`src/rtl/bom_pkg.sv`:
```
package bom_pkg;
  localparam int BYTE_W = 8;

  typedef struct packed {
    logic                ok;
    logic [BYTE_W-1:0]   code;
  } bom_entry_t;

  // Wrap a 6-bit code into its on-line byte form 0cccccc0
  function automatic logic [BYTE_W-1:0] bom_byte(input logic [5:0] code);
    return {1'b0, code, 1'b0};
  endfunction

  // A byte position is usable only with zero framing bits at both ends
  function automatic logic bom_pos_ok(input logic [BYTE_W-1:0] b);
    return (b[BYTE_W-1] == 1'b0) && (b[0] == 1'b0);
  endfunction
endpackage

```
`src/rtl/bom_tx.sv`:
```
module bom_tx #(
  parameter int FLAG_LEN = 8
) (
  input  logic       clk,
  input  logic       rst_n,
  input  logic       active,
  input  logic       stb,
  input  logic [5:0] code_reg,
  output logic       tx_bit
);
  localparam int PAT_W = FLAG_LEN + bom_pkg::BYTE_W;
  localparam int CW    = $clog2(PAT_W);

  logic [CW-1:0] pos;
  logic [5:0]    cur_code;
  logic [bom_pkg::BYTE_W-1:0] cur_byte;

  assign cur_byte = bom_pkg::bom_byte(cur_code);

  always_ff @(posedge clk) begin
    if (!rst_n) begin
      pos      <= '0;
      cur_code <= '0;
    end else if (!active) begin
      pos      <= '0;
      cur_code <= code_reg;
    end else if (stb) begin
      if (pos == CW'(PAT_W - 1)) begin
        pos      <= '0;
        cur_code <= code_reg;
      end else begin
        pos <= pos + 1'b1;
      end
    end
  end

  always_comb begin
    if (!active || (int'(pos) < FLAG_LEN)) tx_bit = 1'b1;
    else tx_bit = cur_byte[PAT_W - 1 - int'(pos)];
  end
endmodule

```
`src/rtl/bom_rx_framer.sv`:
```
module bom_rx_framer #(
  parameter int FLAG_LEN = 8
) (
  input  logic       clk,
  input  logic       rst_n,
  input  logic       en,
  input  logic       stb,
  input  logic       din,
  output logic       byte_stb,
  output logic [7:0] byte_q
);
  localparam int OW = $clog2(FLAG_LEN + 1);

  logic [OW-1:0] ones;
  logic          capt;
  logic [2:0]    bcnt;
  logic [7:0]    sh;
  logic [7:0]    sh_nxt;

  assign sh_nxt = {sh[6:0], din};

  always_ff @(posedge clk) begin
    if (!rst_n) begin
      ones <= '0; capt <= 1'b0; bcnt <= '0; sh <= '0;
      byte_stb <= 1'b0; byte_q <= '0;
    end else begin
      byte_stb <= 1'b0;
      if (!en) begin
        ones <= '0; capt <= 1'b0; bcnt <= '0;
      end else if (stb) begin
        if (capt) begin
          sh <= sh_nxt;
          if (bcnt == 3'd7) begin
            byte_q   <= sh_nxt;
            byte_stb <= 1'b1;
            capt     <= 1'b0;
            ones     <= '0;
            bcnt     <= '0;
          end else begin
            bcnt <= bcnt + 1'b1;
          end
        end else if (ones == OW'(FLAG_LEN)) begin
          capt <= 1'b1;
          sh   <= {7'b0, din};
          bcnt <= 3'd1;
        end else if (din) begin
          ones <= ones + 1'b1;
        end else begin
          ones <= '0;
        end
      end
    end
  end
endmodule

```
`src/rtl/bom_vote.sv`:
```
module bom_vote #(
  parameter int DEPTH = 10,
  parameter int MIN   = 8
) (
  input  logic       clk,
  input  logic       rst_n,
  input  logic       byte_stb,
  input  logic [7:0] byte_in,
  output logic [7:0] held,
  output logic       accept
);
  import bom_pkg::*;
  localparam int NW = $clog2(DEPTH + 1);

  bom_entry_t    hist [DEPTH];
  bom_entry_t    cand;
  logic [NW-1:0] agree;
  logic          has_msg;

  assign cand.ok   = bom_pos_ok(byte_in);
  assign cand.code = byte_in;

  always_comb begin
    agree = cand.ok ? NW'(1) : '0;
    for (int i = 0; i < DEPTH - 1; i++)
      if (cand.ok && hist[i].ok && hist[i].code == byte_in) agree = agree + 1'b1;
  end

  assign accept = byte_stb && cand.ok && (int'(agree) >= MIN) &&
                  (!has_msg || byte_in != held);

  always_ff @(posedge clk) begin
    if (!rst_n) begin
      for (int i = 0; i < DEPTH; i++) hist[i] <= '0;
      held <= '0; has_msg <= 1'b0;
    end else begin
      if (byte_stb) begin
        hist[0] <= cand;
        for (int i = 1; i < DEPTH; i++) hist[i] <= hist[i-1];
      end
      if (accept) begin
        held <= byte_in; has_msg <= 1'b1;
      end
    end
  end
endmodule

```
`src/rtl/bom_link_ctrl.sv`:
```
module bom_link_ctrl #(
  parameter int FLAG_LEN = 8,
  parameter int DEPTH    = 10,
  parameter int MIN      = 8,
  parameter int ADDR_W   = 3
) (
  input  logic              clk,
  input  logic              rst_n,
  input  logic              esf_mode,
  input  logic              dl_strobe,
  input  logic              rx_bit,
  output logic              tx_bit,
  input  logic              reg_wr,
  input  logic [ADDR_W-1:0] reg_addr,
  input  logic [7:0]        reg_wdata,
  output logic [7:0]        reg_rdata,
  output logic              irq_new,
  output logic              irq_match
);
  localparam logic [ADDR_W-1:0] A_CTRL  = ADDR_W'(0);
  localparam logic [ADDR_W-1:0] A_TXC   = ADDR_W'(1);
  localparam logic [ADDR_W-1:0] A_MATCH = ADDR_W'(2);
  localparam logic [ADDR_W-1:0] A_RXM   = ADDR_W'(3);
  localparam logic [ADDR_W-1:0] A_STAT  = ADDR_W'(4);

  logic [2:0] ctrl;
  logic [5:0] tx_code;
  logic [7:0] match_reg;
  logic       new_pend, match_pend;

  logic       byte_stb;
  logic [7:0] byte_q;
  logic [7:0] rx_msg;
  logic       new_evt, match_evt;

  bom_tx #(.FLAG_LEN(FLAG_LEN)) u_tx (
    .clk(clk), .rst_n(rst_n), .active(ctrl[0] & esf_mode), .stb(dl_strobe),
    .code_reg(tx_code), .tx_bit(tx_bit));

  bom_rx_framer #(.FLAG_LEN(FLAG_LEN)) u_rx (
    .clk(clk), .rst_n(rst_n), .en(esf_mode), .stb(dl_strobe), .din(rx_bit),
    .byte_stb(byte_stb), .byte_q(byte_q));

  bom_vote #(.DEPTH(DEPTH), .MIN(MIN)) u_vote (
    .clk(clk), .rst_n(rst_n), .byte_stb(byte_stb & esf_mode), .byte_in(byte_q),
    .held(rx_msg), .accept(new_evt));

  assign match_evt = new_evt && (byte_q == match_reg);

  always_ff @(posedge clk) begin
    if (!rst_n) begin
      ctrl <= '0; tx_code <= '0; match_reg <= '0;
      new_pend <= 1'b0; match_pend <= 1'b0;
    end else begin
      if (reg_wr) begin
        case (reg_addr)
          A_CTRL:  ctrl      <= reg_wdata[2:0];
          A_TXC:   tx_code   <= reg_wdata[6:1];
          A_MATCH: match_reg <= reg_wdata;
          default: ;
        endcase
      end
      if (new_evt) new_pend <= 1'b1;
      else if (reg_wr && reg_addr == A_STAT && reg_wdata[0]) new_pend <= 1'b0;
      if (match_evt) match_pend <= 1'b1;
      else if (reg_wr && reg_addr == A_STAT && reg_wdata[1]) match_pend <= 1'b0;
    end
  end

  always_comb begin
    case (reg_addr)
      A_CTRL:  reg_rdata = {5'b0, ctrl};
      A_TXC:   reg_rdata = bom_pkg::bom_byte(tx_code);
      A_MATCH: reg_rdata = match_reg;
      A_RXM:   reg_rdata = rx_msg;
      A_STAT:  reg_rdata = {6'b0, match_pend, new_pend};
      default: reg_rdata = '0;
    endcase
  end

  assign irq_new   = new_pend & ctrl[1];
  assign irq_match = match_pend & ctrl[2];
endmodule

```
`config.mk`:
```
export PLATFORM = sky130hd
export DESIGN_NAME = bom_link_ctrl
export DESIGN_NICKNAME = d
export VERILOG_FILES = /design/src/rtl/bom_pkg.sv /design/src/rtl/bom_tx.sv /design/src/rtl/bom_rx_framer.sv /design/src/rtl/bom_vote.sv /design/src/rtl/bom_link_ctrl.sv
export SDC_FILE = /design/constraint.sdc
export NUM_CORES = 1
export LEC_CHECK = 0
export CAP_MARGIN = 10
export CORE_UTILIZATION = 50
export DETAILED_ROUTE_END_ITERATION = 10
export PLACE_DENSITY = 0.64
export SETUP_SLACK_MARGIN = 0.02
export SLEW_MARGIN = 0
export SYNTH_ARGS = -nofsm -noshare
export SYNTH_HDL_FRONTEND = slang
export SYNTH_SLANG_ARGS = --single-unit
export TNS_END_PERCENT = 10
```
`constraint.sdc`:
```
create_clock -name clk -period 7.5 [get_ports clk]
set_input_delay 1.5 -clock clk [delete_from_list [all_inputs] [get_ports clk]]
set_output_delay 1.5 -clock clk [all_outputs]
set_load 0.005 [all_outputs]
```
==> summary.md <==
| Metric | Value |
|---|---|
| Final worst slack | `0.517 ns` |
| Antenna fix cells | `0` |
| Clk_skew | `0.00869 ns` |
| Antenna Violating Nets Remaining | `0` |
| Critical Path Max Stage Delay | `0.42 ns` |
| Switching part of the total | `22.3%` |
| PwrDens | `203 nW/um^2` |
| Post-CTS sizing | `0` |
| Total Wirelength | `16900 um` |
| Max-cap violations | `0` |
| Most used cell, CP | `ha_1` |
| Vias in the first global route | `5096` |
| Synth cell count leaders | `and2_1, edfxtp_1, nor2_1` |
| Htree depth | `4` |
| I/O Pins | `28` |
| Drt wl/cell | `17.9 um` |
| Tcrit/Tclk final | `93.1%` |
| Setup crit start kind | `flip-flop` |
| Yosys cell types | `69` |
| Clock transition at path regs | `0.06 ns` |
| CP max-delay cell | `a21boi_0` |
| Synth async-reset ratio | `0%` |
| Seq cells post-synth | `143` |
| Initial DRC Count | `355` |
| RSZ-0062 raised after global routing | `no` |
| Fill count | `1248` |
| Sequential element share of the synthesized area | `48.1%` |
| Worst rel slew slack | `26.4%` |
| Initial antenna violation count | `0` |
| HP Class | `flip-flop to flip-flop` |
| Most flops, register | `u_vote.hist` |
| Critical path fanouts, max | `8` |
| Kind of critical path | `flip-flop to flip-flop` |
| Global-route usage over all layers | `22.4%` |
| Port-buffer cells | `27` |
| Initial core utilization | `52.0%` |
| FP Rows | `44` |
| Post-CTS Setup Inserts | `0` |
| Total gr overflow | `0` |
| Drt via density | `5.64` |
| Switching power | `0.391 mW` |
| First-pass GRT wire length | `27000 um` |
| Tmin final | `6.98 ns` |
| Die H | `126 um` |
| Synth Net Count | `763` |
| Crit path DAT | `7.27 ns` |
| DIE AREA | `15800 sq um` |
| Root Driver | `clkbuf_16` |
| Post-CTS Hold Fix Bufs | `0` |
| Hpwl dp | `11500 um` |
| Routability congestion estimate from global placement | `0.866` |
| Slew @ Worst Pin | `1.10 ns` |
| Fin Setup TNS | `0 ns` |
| Clock tree from TritonCTS | `built` |
| Core area | `14700 sq um` |
| Post-Syn Area | `7640 sq um` |
| Maximum clock rate | `143 MHz` |
| VDD IR-drop max | `0.158 mV` |
| Largest net degree at the start of global routing | `82` |
| Share of the synthesized area in the top cell type | `31.8%` |
| Yosys top cell by area | `edfxtp_1` |
| DRC viols | `0` |
| Fin cells | `947` |
| Number of synthesized flops with an enable pin | `81` |
| Sequential Power Share | `48.9%` |
| Leak | `3.24 nW` |
| Yosys warns | `0` |
| Final net count | `779` |
| Avg Inst Size Synth | `10.4 sq um` |
| Die extent in x | `126 um` |
| Via count | `5341` |
| Crit. End Element | `flip-flop` |
| Status | `complete, no violations` |
| Max reg flops | `81` |
| Top cells by area, synth | `edfxtp_1, dfxtp_1, and2_1` |
| Post-Synthesis Cells | `734` |
| Setup violations, final | `0` |
| Worst Path Required | `7.79 ns` |
| Area growth, synth to finish | `13.0%` |
| CTS Buf Count | `17` |
| DP Worst Slack | `0.390 ns` |
| Dpl cells | `915` |
| Share of layout cells above drive strength 1 | `8.26%` |
| Clk pwr share | `46.8%` |
| Fin. max-slew vios | `0` |
| Top_reg_cell synth | `edfxtp_1` |
| # clock sinks | `143` |
| Int Pwr | `1.37 mW` |
| Most numerous cell in the Yosys netlist | `and2_1` |
| Clk Latency, worst-skew pair | `0.43 ns` |
| Max Root-Sink Buffers | `2` |
| Hold Violations, Final | `0` |
| Comb pwr share | `4.3%` |
| Drt pass-1 iters | `5` |
per-stage QoR:
| stage | power, mW | area, sq um | utilization (%) | hold WS [ns] |
|---|---|---|---|---|
| floorplan | 0.924 | 7640 | - | 0.432 |
| global placement | 0.949 | 8050 | 54.8 | 0.448 |
| detailed placement | 0.952 | 8050 | 54.8 | 0.451 |
| CTS | 1.77 | 8620 | 58.7 | 0.462 |
| global route | 1.81 | 8640 | 58.8 | 0.504 |
| finish | 1.76 | 8640 | 58.8 | 0.467 |
layout make-up:
cell class,count,area (sq um),share of cell area [%]
repair buffers,39,360,4.17
flip-flops and latches,143,3670,42.5
inverters,18,68.8,0.797
well taps,184,230,2.67
multi-input cells,531,3730,43.2
clock inverters,13,139,1.61
clock buffers,19,433,5.01
final timing paths:
check,depth (start not counted),to,slack (ns),start
hold / removal,1,u_vote.has_msg,0.47,u_vote.has_msg
hold reg to reg,1,u_vote.has_msg,0.47,u_vote.has_msg
setup / recovery,33,u_vote.held[5],0.52,u_rx.byte_q[0]
setup reg to reg,33,u_vote.held[5],0.52,u_rx.byte_q[0]
layout by cell type (no fill, tap or decap), types with 16 or more instances in the layout:
master,netlist,final
and2_1,88,88
edfxtp_1,81,81
nor2_1,69,69
dfxtp_1,62,62
xnor2_1,60,60
nand2_1,48,47
mux2i_1,41,41
xor2_1,29,29
a21oi_1,28,28
nand4_1,27,27
clkdlybuf4s50_1,0,27
nand3_1,17,17
clkbuf_16,0,17
inv_1,16,16
kinds of logic (layout without fill, tap and decap cells):
kind of cell	after synthesis	count (layout)	synth area share, %
multiplexers	44	44	5.96
AO/OA/AOI/OAI	67	67	5.91
XOR/XNOR	97	97	12.5
flip-flops	143	143	48.1
buffers and inverters	60	89	3.40
adder cells (fa/ha/maj)	12	12	1.96
AND/OR/NAND/NOR	311	311	22.2
power by group through the flow:
stage	clock network, mW	logic, mW	registers, mW
after CTS	0.834	0.0758	0.860
after global placement	0	0.0735	0.876
after floorplan	0	0.0531	0.871
after detailed placement	0	0.0754	0.876
after global routing	0.865	0.0832	0.862
final	0.821	0.0758	0.860
layer usage:
layer	global-route usage [%]	share of wire [%]	wire length, um	up-vias
li1	-	-	-	2599
met1	31.5	48	8040	2591
met2	34.2	46	7760	129
met3	4.59	4.9	832	22
met4	7.89	1.7	281	0
met5	0	0	0	-
critical path, delay by kind of cell, from the launching register on:
family                     cells  cell delay [ns]
AOI/OAI and AO/OA              6             1.28
xor gates and xnor gates       3             0.93
adders and majority gates      7             1.85
buffers and inverters          3             0.15
DFF                            1             0.31
muxes                          2             0.31
and+or+nand+nor               12             2.00
Note: power is estimated with default switching activity, not from simulation.
